--- config.mk ---
export PLATFORM = sky130hd
export DESIGN_NAME = rot_detent_decoder
export DESIGN_NICKNAME = d
export VERILOG_FILES = /design/src/rtl/rde_pkg.sv /design/src/rtl/rde_phase_filter.sv /design/src/rtl/rde_detent_fsm.sv /design/src/rtl/rde_status_regs.sv /design/src/rtl/rot_detent_decoder.sv
export SDC_FILE = /design/constraint.sdc
export NUM_CORES = 1
export LEC_CHECK = 0
export BUFFER_PORTS_ARGS = -buffer_cell sky130_fd_sc_hd__buf_2
export CORE_UTILIZATION = 30
export DETAILED_ROUTE_END_ITERATION = 8
export GPL_ROUTABILITY_DRIVEN = 0
export HOLD_SLACK_MARGIN = 0.02
export SLEW_MARGIN = 20
export SYNTH_ARGS = -nofsm -noshare
export SYNTH_HDL_FRONTEND = slang
export SYNTH_HIERARCHICAL = 1
export SYNTH_SLANG_ARGS = --single-unit
--- constraint.sdc ---
create_clock -name clk -period 3.2 [get_ports clk]
set_input_delay 0 -clock clk [delete_from_list [all_inputs] [get_ports clk]]
set_output_delay 0 -clock clk [all_outputs]
set_load 0.01 [all_outputs]
--- src/rtl/rde_pkg.sv ---
package rde_pkg;

    // Tracker states of the detent sequence
    typedef enum logic [1:0] {
        ST_REST  = 2'd0,
        ST_MID   = 2'd1,
        ST_LEFT  = 2'd2,
        ST_RIGHT = 2'd3
    } rde_state_e;

    // Phase pair codes, A in bit 1, B in bit 0
    localparam logic [1:0] AB_IDLE  = 2'b11;
    localparam logic [1:0] AB_LOW   = 2'b00;
    localparam logic [1:0] AB_LARM  = 2'b01;
    localparam logic [1:0] AB_RARM  = 2'b10;

    localparam int NUM_PHASES = 2;

endpackage

--- src/rtl/rde_phase_filter.sv ---
module rde_phase_filter
    import rde_pkg::*;
#(
    parameter int CNT_W = 20
) (
    input  logic                  clk,
    input  logic                  rst_n,
    input  logic [NUM_PHASES-1:0] raw_ab,
    output logic [NUM_PHASES-1:0] clean_ab
);

    localparam int MSB = CNT_W - 1;

    logic [NUM_PHASES-1:0] meta_q;
    logic [NUM_PHASES-1:0] samp_q;
    logic [NUM_PHASES-1:0] clean_q;
    logic [CNT_W-1:0]      quiet_q;
    logic                  any_edge;

    // Two-stage synchroniser per phase, idle level high
    generate
        for (genvar g = 0; g < NUM_PHASES; g++) begin : g_sync
            always_ff @(posedge clk) begin
                if (!rst_n) begin
                    meta_q[g] <= 1'b1;
                    samp_q[g] <= 1'b1;
                end else begin
                    meta_q[g] <= raw_ab[g];
                    samp_q[g] <= meta_q[g];
                end
            end
        end
    endgenerate

    assign any_edge = |(meta_q ^ samp_q);

    // Quiet-time counter: restarts on any edge, saturates once MSB is set
    always_ff @(posedge clk) begin
        if (!rst_n || any_edge) begin
            quiet_q <= '0;
        end else if (!quiet_q[MSB]) begin
            quiet_q <= quiet_q + 1'b1;
        end
    end

    // Filtered outputs load the synchronised pair once the line is quiet
    always_ff @(posedge clk) begin
        if (!rst_n) begin
            clean_q <= '1;
        end else if (quiet_q[MSB]) begin
            clean_q <= samp_q;
        end
    end

    assign clean_ab = clean_q;

    // an edge between the synchroniser stages restarts the window
    assert_edge_restarts_R3: assert property (@(posedge clk) disable iff (!rst_n)
        any_edge |=> (quiet_q == '0));

    // filtered pair changes only after a full quiet window
    assert_change_after_window_R2: assert property (@(posedge clk) disable iff (!rst_n)
        !$stable(clean_q) |-> $past(quiet_q[MSB]));

endmodule

--- src/rtl/rde_detent_fsm.sv ---
module rde_detent_fsm
    import rde_pkg::*;
(
    input  logic       clk,
    input  logic       rst_n,
    input  logic [1:0] clean_ab,
    output logic       evt_left,
    output logic       evt_right
);

    rde_state_e state_q;
    rde_state_e state_d;

    // State register
    always_ff @(posedge clk) begin
        if (!rst_n) begin
            state_q <= ST_REST;
        end else begin
            state_q <= state_d;
        end
    end

    // Next-state decode
    always_comb begin
        state_d = state_q;
        unique case (state_q)
            ST_REST: begin
                if (clean_ab == AB_LOW) state_d = ST_MID;
            end
            ST_MID: begin
                if (clean_ab == AB_LARM)      state_d = ST_LEFT;
                else if (clean_ab == AB_RARM) state_d = ST_RIGHT;
                else if (clean_ab == AB_IDLE) state_d = ST_REST;
            end
            ST_LEFT: begin
                if (clean_ab == AB_IDLE)      state_d = ST_REST;
                else if (clean_ab == AB_LOW)  state_d = ST_MID;
                else if (clean_ab == AB_RARM) state_d = ST_REST;
            end
            ST_RIGHT: begin
                if (clean_ab == AB_IDLE)      state_d = ST_REST;
                else if (clean_ab == AB_LOW)  state_d = ST_MID;
                else if (clean_ab == AB_LARM) state_d = ST_REST;
            end
            default: state_d = ST_REST;
        endcase
    end

    // Event outputs
    always_comb begin
        evt_left  = 1'b0;
        evt_right = 1'b0;
        unique case (state_q)
            ST_LEFT:  evt_left  = (clean_ab == AB_IDLE);
            ST_RIGHT: evt_right = (clean_ab == AB_IDLE);
            default: begin
                evt_left  = 1'b0;
                evt_right = 1'b0;
            end
        endcase
    end

    // the left-armed state is entered only from the low-point state
    assert_left_from_mid_R4: assert property (@(posedge clk) disable iff (!rst_n)
        (state_q == ST_LEFT && $past(state_q) != ST_LEFT) |-> ($past(state_q) == ST_MID));

    // the right-armed state is entered only from the low-point state
    assert_right_from_mid_R5: assert property (@(posedge clk) disable iff (!rst_n)
        (state_q == ST_RIGHT && $past(state_q) != ST_RIGHT) |-> ($past(state_q) == ST_MID));

    // an event returns the tracker to rest, so one detent gives one event
    assert_event_then_rest_R7: assert property (@(posedge clk) disable iff (!rst_n)
        (evt_left || evt_right) |=> (state_q == ST_REST));

endmodule

--- src/rtl/rde_status_regs.sv ---
module rde_status_regs #(
    parameter int DATA_W = 32,
    parameter int ADDR_W = 2
) (
    input  logic              clk,
    input  logic              rst_n,
    input  logic              evt_left,
    input  logic              evt_right,
    input  logic              rd_en,
    input  logic [ADDR_W-1:0] rd_addr,
    output logic [DATA_W-1:0] rd_data
);

    localparam logic [ADDR_W-1:0] OFF_DIR  = ADDR_W'(0);
    localparam logic [ADDR_W-1:0] OFF_FLAG = ADDR_W'(1);

    logic dir_q;
    logic flag_q;
    logic evt_any;
    logic clr_req;

    assign evt_any = evt_left | evt_right;
    assign clr_req = rd_en && (rd_addr == OFF_DIR);

    // Direction bit: right = 1, left = 0, held between events
    always_ff @(posedge clk) begin
        if (!rst_n) begin
            dir_q <= 1'b0;
        end else if (evt_right) begin
            dir_q <= 1'b1;
        end else if (evt_left) begin
            dir_q <= 1'b0;
        end
    end

    // Flag: set has priority over the clearing read
    always_ff @(posedge clk) begin
        if (!rst_n) begin
            flag_q <= 1'b0;
        end else if (evt_any) begin
            flag_q <= 1'b1;
        end else if (clr_req) begin
            flag_q <= 1'b0;
        end
    end

    always_comb begin
        rd_data = '0;
        if (rd_addr == OFF_DIR) begin
            rd_data[0] = dir_q;
        end else if (rd_addr == OFF_FLAG) begin
            rd_data[0] = flag_q;
        end
    end

    // set wins over clear
    assert_set_wins_R8: assert property (@(posedge clk) disable iff (!rst_n)
        evt_any |=> flag_q);

    // a clearing read with no event clears the flag
    assert_read_clears_R8: assert property (@(posedge clk) disable iff (!rst_n)
        (rd_en && rd_addr == OFF_DIR && !evt_any) |=> !flag_q);

    // a right event leaves the direction bit at 1
    assert_right_dir_R5: assert property (@(posedge clk) disable iff (!rst_n)
        evt_right |=> dir_q);

    // a left event leaves the direction bit at 0
    assert_left_dir_R4: assert property (@(posedge clk) disable iff (!rst_n)
        evt_left |=> !dir_q);

    // without an event the direction bit holds
    assert_dir_holds_R6: assert property (@(posedge clk) disable iff (!rst_n)
        !evt_any |=> $stable(dir_q));

endmodule

--- src/rtl/rot_detent_decoder.sv ---
module rot_detent_decoder
    import rde_pkg::*;
#(
    parameter int CNT_W  = 20,
    parameter int DATA_W = 32,
    parameter int ADDR_W = 2
) (
    input  logic              clk,
    input  logic              rst_n,
    input  logic              phase_a,
    input  logic              phase_b,
    input  logic              rd_en,
    input  logic [ADDR_W-1:0] rd_addr,
    output logic [DATA_W-1:0] rd_data
);

    logic [NUM_PHASES-1:0] clean_ab;
    logic                  evt_left;
    logic                  evt_right;

    rde_phase_filter #(
        .CNT_W (CNT_W)
    ) u_filter (
        .clk      (clk),
        .rst_n    (rst_n),
        .raw_ab   ({phase_a, phase_b}),
        .clean_ab (clean_ab)
    );

    rde_detent_fsm u_fsm (
        .clk       (clk),
        .rst_n     (rst_n),
        .clean_ab  (clean_ab),
        .evt_left  (evt_left),
        .evt_right (evt_right)
    );

    rde_status_regs #(
        .DATA_W (DATA_W),
        .ADDR_W (ADDR_W)
    ) u_regs (
        .clk       (clk),
        .rst_n     (rst_n),
        .evt_left  (evt_left),
        .evt_right (evt_right),
        .rd_en     (rd_en),
        .rd_addr   (rd_addr),
        .rd_data   (rd_data)
    );

    // the tracker never reports both directions in one cycle
    assert_single_event_R7: assert property (@(posedge clk) disable iff (!rst_n)
        $onehot0({evt_left, evt_right}));

endmodule

==> impl_results.md, run 1 <==
* Post-synth EDFFs at 0
* Final Hold Viols at 0
* Finished Cell Area at 1830 um2
* IO buf count at 7
* Period minus WS final at 1870 ps
* Core area at about 5200 um2
* Pwr Density at slightly above 400 nW/um2
* Post-DR vias/cell at 4.34
* Cell Count, Final, Fillers Out at 276
* VDD IR max at approximately 220 uV
* Die height at about 77 um
* Achievable Freq at 535 MHz
* Syn Std Cell Area at about 1700 um2
* Synth Register Bits at 30
* Layout cell share with drive strength beyond 1 at between 10% and 20%
* End of the critical path: u_regs/flag_q
* Finish-stage setup viols at 0
* Arrival time worst endpoint at slightly above 2000 ps
* RSZ-0062 raised after global routing: no
* Clock power share at about 42%
* HPWL after detailed placement at about 1900 um
* Post-cts resize count at 0
* Synth Area in XOR/XNOR at under 10%
* DRT iter0 DRCs at 45
* Mux share of post-synthesis cell area at under 10%
* Tcrit/Tclk final at between 50% and 60%
* Reg-to-reg critical path endpoint: u_regs/flag_q
* Grt ovf at 0
* FFs w/ async S/R, synth at 0%
* Pleak at between 0.7 and 0.8 nW
* R2r worst-path depth at 5
* Clock slew at reported path FFs at approximately 70 ps
* Wirelength per Cell at 9.66 um
* Gr usage total at 9.70%
* Synthesized area per cell at ~9.0 um2
* Row cnt at 26
* Worst setup SP type: flip-flop
* Sequential Power Share at 51.4%
* Max-slew violations at 0
* Final Skew at 8.98 ps
* CTS Buffer Depth at 2
* First-pass detailed-route iteration total at 4
* Critical Path Source: u_filter/clean_ab[0]
* Root Driver: clkbuf_8
* Setup TNS Final at 0 ps
* Synth Flop Type: dfxtp_1
* Placed cells at ~260
* Sink Count at 30
* Status: complete, no violations
* Simple-gate share of the synthesized area at around a quarter
* # H-tree levels at 2
* Reg2reg start: u_filter/clean_ab[0]
* Compound-Gate Fraction of Synth Area at 8.14%
* YS warnings at 6
* Logic gate share of total power at under 10%
* Area of the die at ~5900 um2
* Cts bufs inserted at 5
* R2R Setup Slk at 1330 ps
* Max-cap violations at 0
* P_sw at ~0.18 mW
* Io pins at 39
* Initial antenna violation count at 0
* Distinct cell type count after synthesis at 43
* Clk_lat worst skew at between 200 and 300 ps
* CP max FO at 5
* Largest net degree at the start of global routing at 21
* Placed cell area at roughly 1700 um2
* First-pass GRT wire length at roughly 4500 um
* Initial Utilization at 32.0%
* Hold Crit Class: input pin to primary output
* Adder-Cell Fraction of Synth Area at 4.48%
* Largest family of logic cells by synthesized area: simple AND/OR/NAND/NOR gates
* Switch share at roughly a quarter
* CP Class: flip-flop to flip-flop
* Die W at around 77 um
* Remaining DRCs at 0
* Vias in the first global route at roughly 1,100
* Sequential-to-total area share from yosys stat at a little over a third
* Data required, critical path at ~3400 ps
* Fill cell total of the finished layout at around 530
* P&R area growth vs syn at 9.11%
* Detail Route Antenna Nets at 0
* Total length of routed wires at between 2000 and 3000 um
* CTS tree: done
* Setup crit end kind: flip-flop
* Int Pwr at 0.567 mW
* Cells after Synth at 187
* Antenna Cells at 0
* Total number of vias at between 1,000 and 1,500
* NumNets Final at ~220
power by group through the flow:
stage	logic, mW	registers (mW)	clock network [mW]
finish	0.0480	0.382	0.314
global route	0.0539	0.382	0.348
CTS	0.0476	0.382	0.329
detailed placement	0.0420	0.390	0
global placement	0.0415	0.390	0
floorplan	0.0595	0.389	0
layout make-up:
class | instances | area, um2 | share of cell area, %
Clock buffer | 7 | 86.3 | 4.72
Clock inverter | 1 | 5.00 | 0.274
Inverter | 6 | 22.5 | 1.23
Multi-Input combinational cell | 147 | 913 | 50.0
Sequential cell | 30 | 601 | 32.9
Tap cell | 70 | 87.6 | 4.79
Timing Repair Buffer | 15 | 113 | 6.16
cell usage after synthesis, types with 2 or more instances:
master,count,area share [%]
o21a_1,2,0.90
xnor2_1,7,3.7
xor2_1,6,3.1
nand2_1,13,2.9
or3_1,2,0.75
buf_4,31,14
o31ai_1,3,1.3
clkbuf_1,2,0.45
o21ai_0,4,1.2
a21oi_1,7,2.1
nor2_1,16,3.6
inv_1,6,1.3
nand4_1,6,2.2
and4_1,2,1.0
nand2b_1,5,1.9
nand3_1,3,0.90
dfxtp_1,30,36
or3_2,2,0.90
nor3_1,5,1.5
mux2i_1,4,2.4
and3_1,4,1.5
ha_1,6,4.5
cells in the final DEF (no fill, tap or decap), drive strengths merged, types with 2 or more instances in the layout:
cell,Yosys,routed
conb,1,31
nand4,7,7
and3,5,5
a21oi,7,7
clkbuf,2,7
o31ai,3,3
nor4b,2,2
or3,4,4
dlygate4sd3,0,7
ha,6,6
or4,3,3
o21ai,4,4
buf,32,8
mux2i,4,4
o21a,2,2
and4,2,2
dfxtp,30,30
nand2,13,13
nand2b,5,5
nor3,5,5
nand3,3,3
xnor2,7,7
nor2,16,16
xor2,6,6
inv,6,6
cell families (layout without fill, tap and decap cells):
group,Yosys count,count (layout)
mux,5,5
buf+inv,40,29
flops,30,30
compound gates,21,21
xor+xnor,13,13
fa+ha+maj,6,6
other cells,1,31
simple gates,71,71
layer usage:
layer / wire length (um) / up-vias / share of wire, % / global-route usage (%)
met2: 1270 / 23 / 48 / 15.3
met1: 1250 / 553 / 47 / 10.9
met5: 0 / - / 0 / 0
met3: 88 / 5 / 3.3 / 4.05
li1: - / 617 / - / -
met4: 57 / 0 / 2.1 / 5.77
repair_timing:
item | in CTS | in global routing
buffers inserted | 0 | 0
endpoints found under the hold margin | 7 | 0
hold buffers | 7 | 0
endpoints found under the setup margin | 0 | 0
state kept, by name (all words and copies together), names as in the netlist:
| register | cells |
|---|---|
| u_filter/clean_ab | 2 |
| u_regs/flag_q | 1 |
| u_filter/meta_q | 2 |
| u_filter/samp_q | 2 |
| u_filter/quiet_q | 20 |
| u_regs/dir_q | 1 |
| u_fsm/state_q | 2 |
critical path, cell delays in order, from the launching register on:
cell and delay, ps:
dfxtp_1 340, ha_1 260, and3_2 260, nor4b_2 260, a21oi_1 90, dlygate4sd3_1 550
how the worst min path moves through the flow:
stage,startpoint,end,cells after the start
finish,rd_addr[1],rd_data[0],3
CTS,rd_addr[1],rd_data[0],3
floorplan,rd_addr[1],rd_data[0],1
global placement,phase_a,u_filter/meta_q[1],2
detailed placement,phase_b,u_filter/meta_q[0],2
global route,rd_addr[1],rd_data[0],3
metrics by stage:
step	hold WS (ps)	power (mW)	setup slack [ps]	utilization (%)
after global placement	183	0.431	1570	31.8
final	264	0.744	1330	34.9
after global routing	286	0.784	1230	34.9
after detailed placement	186	0.432	1490	31.8
after floorplan	47.5	0.449	1630	-
after CTS	265	0.758	1310	34.9
(Power assumes the default switching activity.)
==> run 2, diff against run 1 <==
- clock period: 3.2 -> 1.6 ns (I/O delays scaled with it)
==> run 2 against run 1 <==
Against the previous run:
- non-clock buffer count grew 11
- first-iteration DRC count shrank 40%
- sequential share of layout area shrank 1.3 points
- cell count grew 4.0%
- clock power grew 98%
- wire length grew 4.6%
- critical path type unchanged
- total power grew 100%
- cell area grew 4.9%
- combinational power grew 110%
==> impl_results.md, run 2 (synthesis results as in run 1) <==
* Status: complete, no violations
* Root Driver: clkbuf_8
* VDD IR max at 466 uV
* CP Class: flip-flop to flip-flop
* Clk_lat worst skew at about 270 ps
* Grt ovf at 0
* Finish-stage setup viols at 0
* Fill cell total of the finished layout at approximately 540
* Hold Crit Class: input pin to flip-flop
* Largest net degree at the start of global routing at 20
* Max-slew violations at 0
* Post-DR vias/cell at approximately 4.3
* CTS tree: done
* Commonest non-fill, non-tap cell in the layout: conb_1
* Postcts setup bufs at 0
* Period minus WS final at about 1500 ps
* Achievable Freq at approximately 670 MHz
* Placed cells at ~280
* Layout cell share with drive strength beyond 1 at a little under a quarter
* Hold wc startpoint: rd_addr[1]
* Detail Route Antenna Nets at 0
* Worst setup SP type: flip-flop
* Io pins at 39
* Pwr Density at slightly below 800 nW/um2
* P_sw at around 0.35 mW
* Tcrit/Tclk final at a little over nine tenths
* Antenna Cells at 0
* Reg2reg start: u_filter/clean_ab[0]
* Delay-heaviest family, CP: simple AND/OR/NAND/NOR gates
* Worst Hold Slack at roughly 46 ps
* Area of the die at around 5900 um2
* Die height at about 77 um
* Clock power share at about two fifths
* Clock slew at reported path FFs at 60 ps
* Setup crit end kind: flip-flop
* First-pass detailed-route iteration total at 4
* Max FFs per register at 20
* Critical path's slowest cell: or4_4
* Sink Count at 30
* Placed cell area at 1780 um2
* Core area at ~5200 um2
* Gr usage total at about a tenth
* Final core utilization at a little over a third
* Row cnt at 26
* # H-tree levels at 2
* Die W at approximately 77 um
* CP max FO at 4
* P&R area growth vs syn at 14.5%
* Pleak at about 0.84 nW
* RSZ-0062 raised after global routing: no
* Total length of routed wires at ~2800 um
* DRT iter0 DRCs at 27
* Total number of vias at about 1,200
* First-pass GRT wire length at around 4600 um
* CP peak stage delay at about 530 ps
* Sequential Power Share at 51.3%
* CTS Buffer Depth at 2
* Initial antenna violation count at 0
* Data required, critical path at 1820 ps
* Initial Utilization at a little under a third
* Reg-to-reg critical path endpoint: u_fsm/state_q[1]
* Cell chain of the critical path: inv_1 -> ha_1 -> or4_4 -> o22ai_2 -> o21a_1
* NumNets Final at roughly 230
* Final Skew at approximately 5.9 ps
* Commonest cells after routing, fill and taps aside: conb_1 (31), dfxtp_1 (27), buf_4 (16), nor2_1 (16), nand2_1 (13)
* Remaining DRCs at 0
* Setup TNS Final at 0 ps
* R2R Setup Slk at between 90 and 100 ps
* Cell Count, Final, Fillers Out at 287
* Cts bufs inserted at 5
* IO buf count at 7
* HPWL after detailed placement at around 2100 um
* Critical Path Source: u_filter/clean_ab[0]
* Logic gate share of total power at between 6 and 7%
* Worst hold endpoint: u_regs/flag_q
* Wirelength per Cell at roughly 9.7 um
* Final Hold Viols at 0
* Int Pwr at about 1.1 mW
* Vias in the first global route at ~1,100
* Hold Path Depth at 3
* Finished Cell Area at 1920 um2
* Biggest register: u_filter/quiet_q
* Switch share at 23.5%
* Max-cap violations at 0
* R2r worst-path depth at 5
* Arrival time worst endpoint at between 1500 and 2000 ps
* Buffer and inverter count on the worst path at 1
-- run 2: cell types whose count changed in the layout (fill, tap and decap cells not counted), sizes merged --
cell / delta
buf: +15
dlygate4sd3: -4
-- run 2: power by group through the flow --
stage                     clock, mW  sequential (mW)  combinational (mW)
after floorplan                   0            0.779               0.119
after CTS                     0.657            0.761               0.100
after detailed placement          0            0.778              0.0942
after global placement            0            0.777              0.0937
final                         0.622            0.762               0.100
after global routing          0.683            0.762               0.111
-- run 2: what timing repair did --
action / 4_1_cts / 5_1_grt
hold endpoints to repair: 3 / 0
setup endpoints to repair: 0 / 4
gates resized for setup: 0 / 8
hold buffers: 3 / 0
-- run 2: per-stage QoR --
stage	setup WS, ps	total power, mW
4_1_cts	41.2	1.52
3_3_place_gp	83.9	0.871
3_5_place_dp	53.5	0.872
6_report	99.3	1.48
2_1_floorplan	34.3	0.898
5_1_grt	39.6	1.56
-- run 2: how the worst max path moves through the flow --
stage | end | slack (ps) | cells after the start
detailed placement | u_fsm/state_q[1] | 50 | 5
CTS | u_fsm/state_q[1] | 40 | 5
global route | u_filter/quiet_q[16] | 40 | 5
finish | u_fsm/state_q[1] | 100 | 5
floorplan | u_filter/quiet_q[12] | 30 | 5
global placement | u_fsm/state_q[1] | 80 | 5
-- run 2: worst reg2reg max path, delay by kind of cell, from the launching register on --
| kind | cells | cell delay, ps |
|---|---|---|
| AOI/OAI and AO/OA | 2 | 260 |
| adders and majority gates | 1 | 230 |
| buffers and inverters | 1 | 70 |
| DFF | 1 | 350 |
| and+or+nand+nor | 1 | 530 |
-- run 2: final cells by class --
type | instances | area [um2] | area share (%)
Multi-Input combinational cell | 147 | 927 | 48.3
Sequential cell | 30 | 604 | 31.5
Timing Repair Buffer | 26 | 185 | 9.65
Tap cell | 70 | 87.6 | 4.57
Clock buffer | 7 | 86.3 | 4.50
Inverter | 6 | 22.5 | 1.17
Clock inverter | 1 | 5.00 | 0.261
-- run 2: per-layer routing --
| layer | vias to the layer above | global-route usage, % | wire length (um) |
|---|---|---|---|
| li1 | 641 | - | - |
| met1 | 571 | 11.3 | 1280 |
| met2 | 24 | 15.6 | 1320 |
| met3 | 7 | 3.69 | 113 |
| met4 | 0 | 6.15 | 68 |
| met5 | - | 0 | 0 |
==> run 3, diff against run 2 <==
- CORE_ASPECT_RATIO: unset -> 1.25
==> run 3 against run 2 <==
Against the previous run:
- sequential cell count unchanged
- critical path type unchanged
- non-clock buffer count up 1
- register-to-register slack worse by 30 ps
- cell count down 1.7%
- wire length down 0.25%
- utilization is 0.53 points lower
- critical endpoint is now u_filter/quiet_q[18]
- clock skew decreased by 0.52 ps
- global-route usage up 0.57 points
- first-iteration DRC count grew 89%
==> impl_results.md, run 3 (synthesis results as in run 1) <==
* Worst Hold Slack at between 90 and 100 ps
* Root Driver: clkbuf_8
* Die W at a little under 70 um
* Critical path's slowest cell: or4_4
* First-pass GRT wire length at between 4000 and 5000 um
* Largest net degree at the start of global routing at 20
* Placed cell area at between 1500 and 2000 um2
* NumNets Final at between 200 and 250
* Achievable Freq at 653 MHz
* Row cnt at 30
* Biggest register: u_filter/quiet_q
* Commonest cells after routing, fill and taps aside: conb_1 (31), dfxtp_1 (27), buf_4 (16), nor2_1 (16), nand2_1 (13)
* Delay-heaviest family, CP: simple AND/OR/NAND/NOR gates
* IO buf count at 7
* Initial Utilization at approximately 31%
* Pwr Density at ~830 nW/um2
* Reg-to-reg critical path endpoint: u_filter/quiet_q[18]
* CP peak stage delay at a little over 500 ps
* Overall power at ~1.6 mW
* Gr usage total at about a tenth
* VDD IR max at about 540 uV
* Cell chain of the critical path: ha_2 -> and3b_2 -> nand4_4 -> or4_4 -> a21oi_2
* Setup TNS Final at 0 ps
* Fill cell total of the finished layout at roughly 570
* Arrival time worst endpoint at 1750 ps
* Antenna Cells at 0
* Placed cells at around 270
* Total length of routed wires at 2780 um
* Finished Cell Area at slightly below 2000 um2
* CTS tree: done
* P&R area growth vs syn at 16.4%
* Data required, critical path at approximately 1800 ps
* Hold Crit Class: input pin to flip-flop
* Layout cell share with drive strength beyond 1 at a little under a quarter
* Area of the die at a little under 6000 um2
* Tcrit/Tclk final at a little over nine tenths
* Commonest non-fill, non-tap cell in the layout: conb_1
* Grt ovf at 0
* R2R Setup Slk at 70 ps
* Setup WS pre-CTS at 37.0 ps
* Wirelength per Cell at around 10 um
* Initial antenna violation count at 0
* Core area at roughly 5400 um2
* Max-cap violations at 0
* Max FFs per register at 20
* Worst hold endpoint: u_filter/clean_ab[0]
* Period minus WS final at roughly 1500 ps
* First-pass detailed-route iteration total at 5
* Clock slew at reported path FFs at 70 ps
* Setup crit end kind: flip-flop
* CP Class: flip-flop to flip-flop
* # H-tree levels at 2
* Status: complete, no violations
* Final Hold Viols at 0
* Finish-stage setup viols at 0
* Hold Path Depth at 3
* Post-DR vias/cell at around 4.5
* DRT iter0 DRCs at 51
* Remaining DRCs at 0
* Pleak at 0.852 nW
* Sink Count at 30
* Hold wc startpoint: rst_n
* Cell Count, Final, Fillers Out at between 200 and 300
* Final core utilization at between 30% and 40%
* HPWL after detailed placement at 2030 um
* RSZ-0062 raised after global routing: no
* CP max FO at 8
* CTS Buffer Depth at 2
* Io pins at 39
* Buffer and inverter count on the worst path at 0
* Detail Route Antenna Nets at 0
* Final Skew at ~5.4 ps
* R2r worst-path depth at 5
* Final worst slack at a little under 70 ps
* Cts bufs inserted at 5
* Max-slew violations at 0
* Total number of vias at 1,259
* Worst setup SP type: flip-flop
* Reg2reg start: u_filter/quiet_q[0]
* Vias in the first global route at approximately 1,100
* Clk_lat worst skew at 280 ps
* Die height at between 80 and 90 um
==> run 3: cell count changes in the layout (fill, tap and decap cells not counted) <==
cell,previous run,this run
and3_1,3,4
and3_2,2,1
bufinv_16,0,1
clkbuf_1,1,0
clkbuf_8,6,5
clkinv_2,1,2
dlygate4sd3_1,3,4
ha_1,5,4
ha_2,1,2
nor4_1,1,0
nor4_2,0,1
o31ai_1,3,2
o31ai_2,0,1
==> run 3: routing by layer <==
layer	vias to the layer above	wire [um]	GRT usage [%]
met5	-	0	0
met4	0	0	2.41
met3	0	96	4.79
met2	29	1440	17.6
met1	590	1250	11.9
li1	640	-	-
==> run 3: report_power, final <==
| part | total [mW] | switching [mW] | internal (mW) |
|---|---|---|---|
| registers | 0.761 | 0.00534 | 0.756 |
| clock network | 0.750 | 0.292 | 0.458 |
| logic | 0.103 | 0.0683 | 0.0346 |
==> run 3: worst reg2reg max path, cell delays in order (launching register included) <==
cell and delay (ps):
dfxtp_2 330, ha_2 160, and3b_2 220, nand4_4 140
or4_4 510, a21oi_2 120
==> run 3: area by class of cell <==
cell class / instances / area [um2] / area share, %
Clock buffer: 5 / 68.8 / 3.53
Timing Repair Buffer: 27 / 195 / 10.0
Sequential cell: 30 / 604 / 31.0
Clock inverter: 3 / 40.0 / 2.05
Multi-Input combinational cell: 147 / 940 / 48.2
Tap cell: 64 / 80.1 / 4.11
Inverter: 6 / 22.5 / 1.15
==> run 3: worst max-delay path by stage <==
stage / slack, ps / end / cells after the start / from
after floorplan: 30 / u_filter/quiet_q[12] / 5 / u_filter/quiet_q[0]
after global placement: 90 / u_fsm/state_q[1] / 5 / u_filter/clean_ab[0]
after detailed placement: 40 / u_fsm/state_q[0] / 5 / u_filter/clean_ab[0]
after CTS: 30 / u_fsm/state_q[1] / 5 / u_filter/clean_ab[0]
after global routing: 8 / u_filter/quiet_q[18] / 5 / u_filter/quiet_q[0]
final: 70 / u_filter/quiet_q[18] / 5 / u_filter/quiet_q[0]
==> run 3: repair_timing <==
action                     4_1_cts  5_1_grt
resized for setup                0       10
hold endpoints to repair         3        0
setup buffers                    0        1
hold buffers                     4        0
setup endpoints to repair        0        6
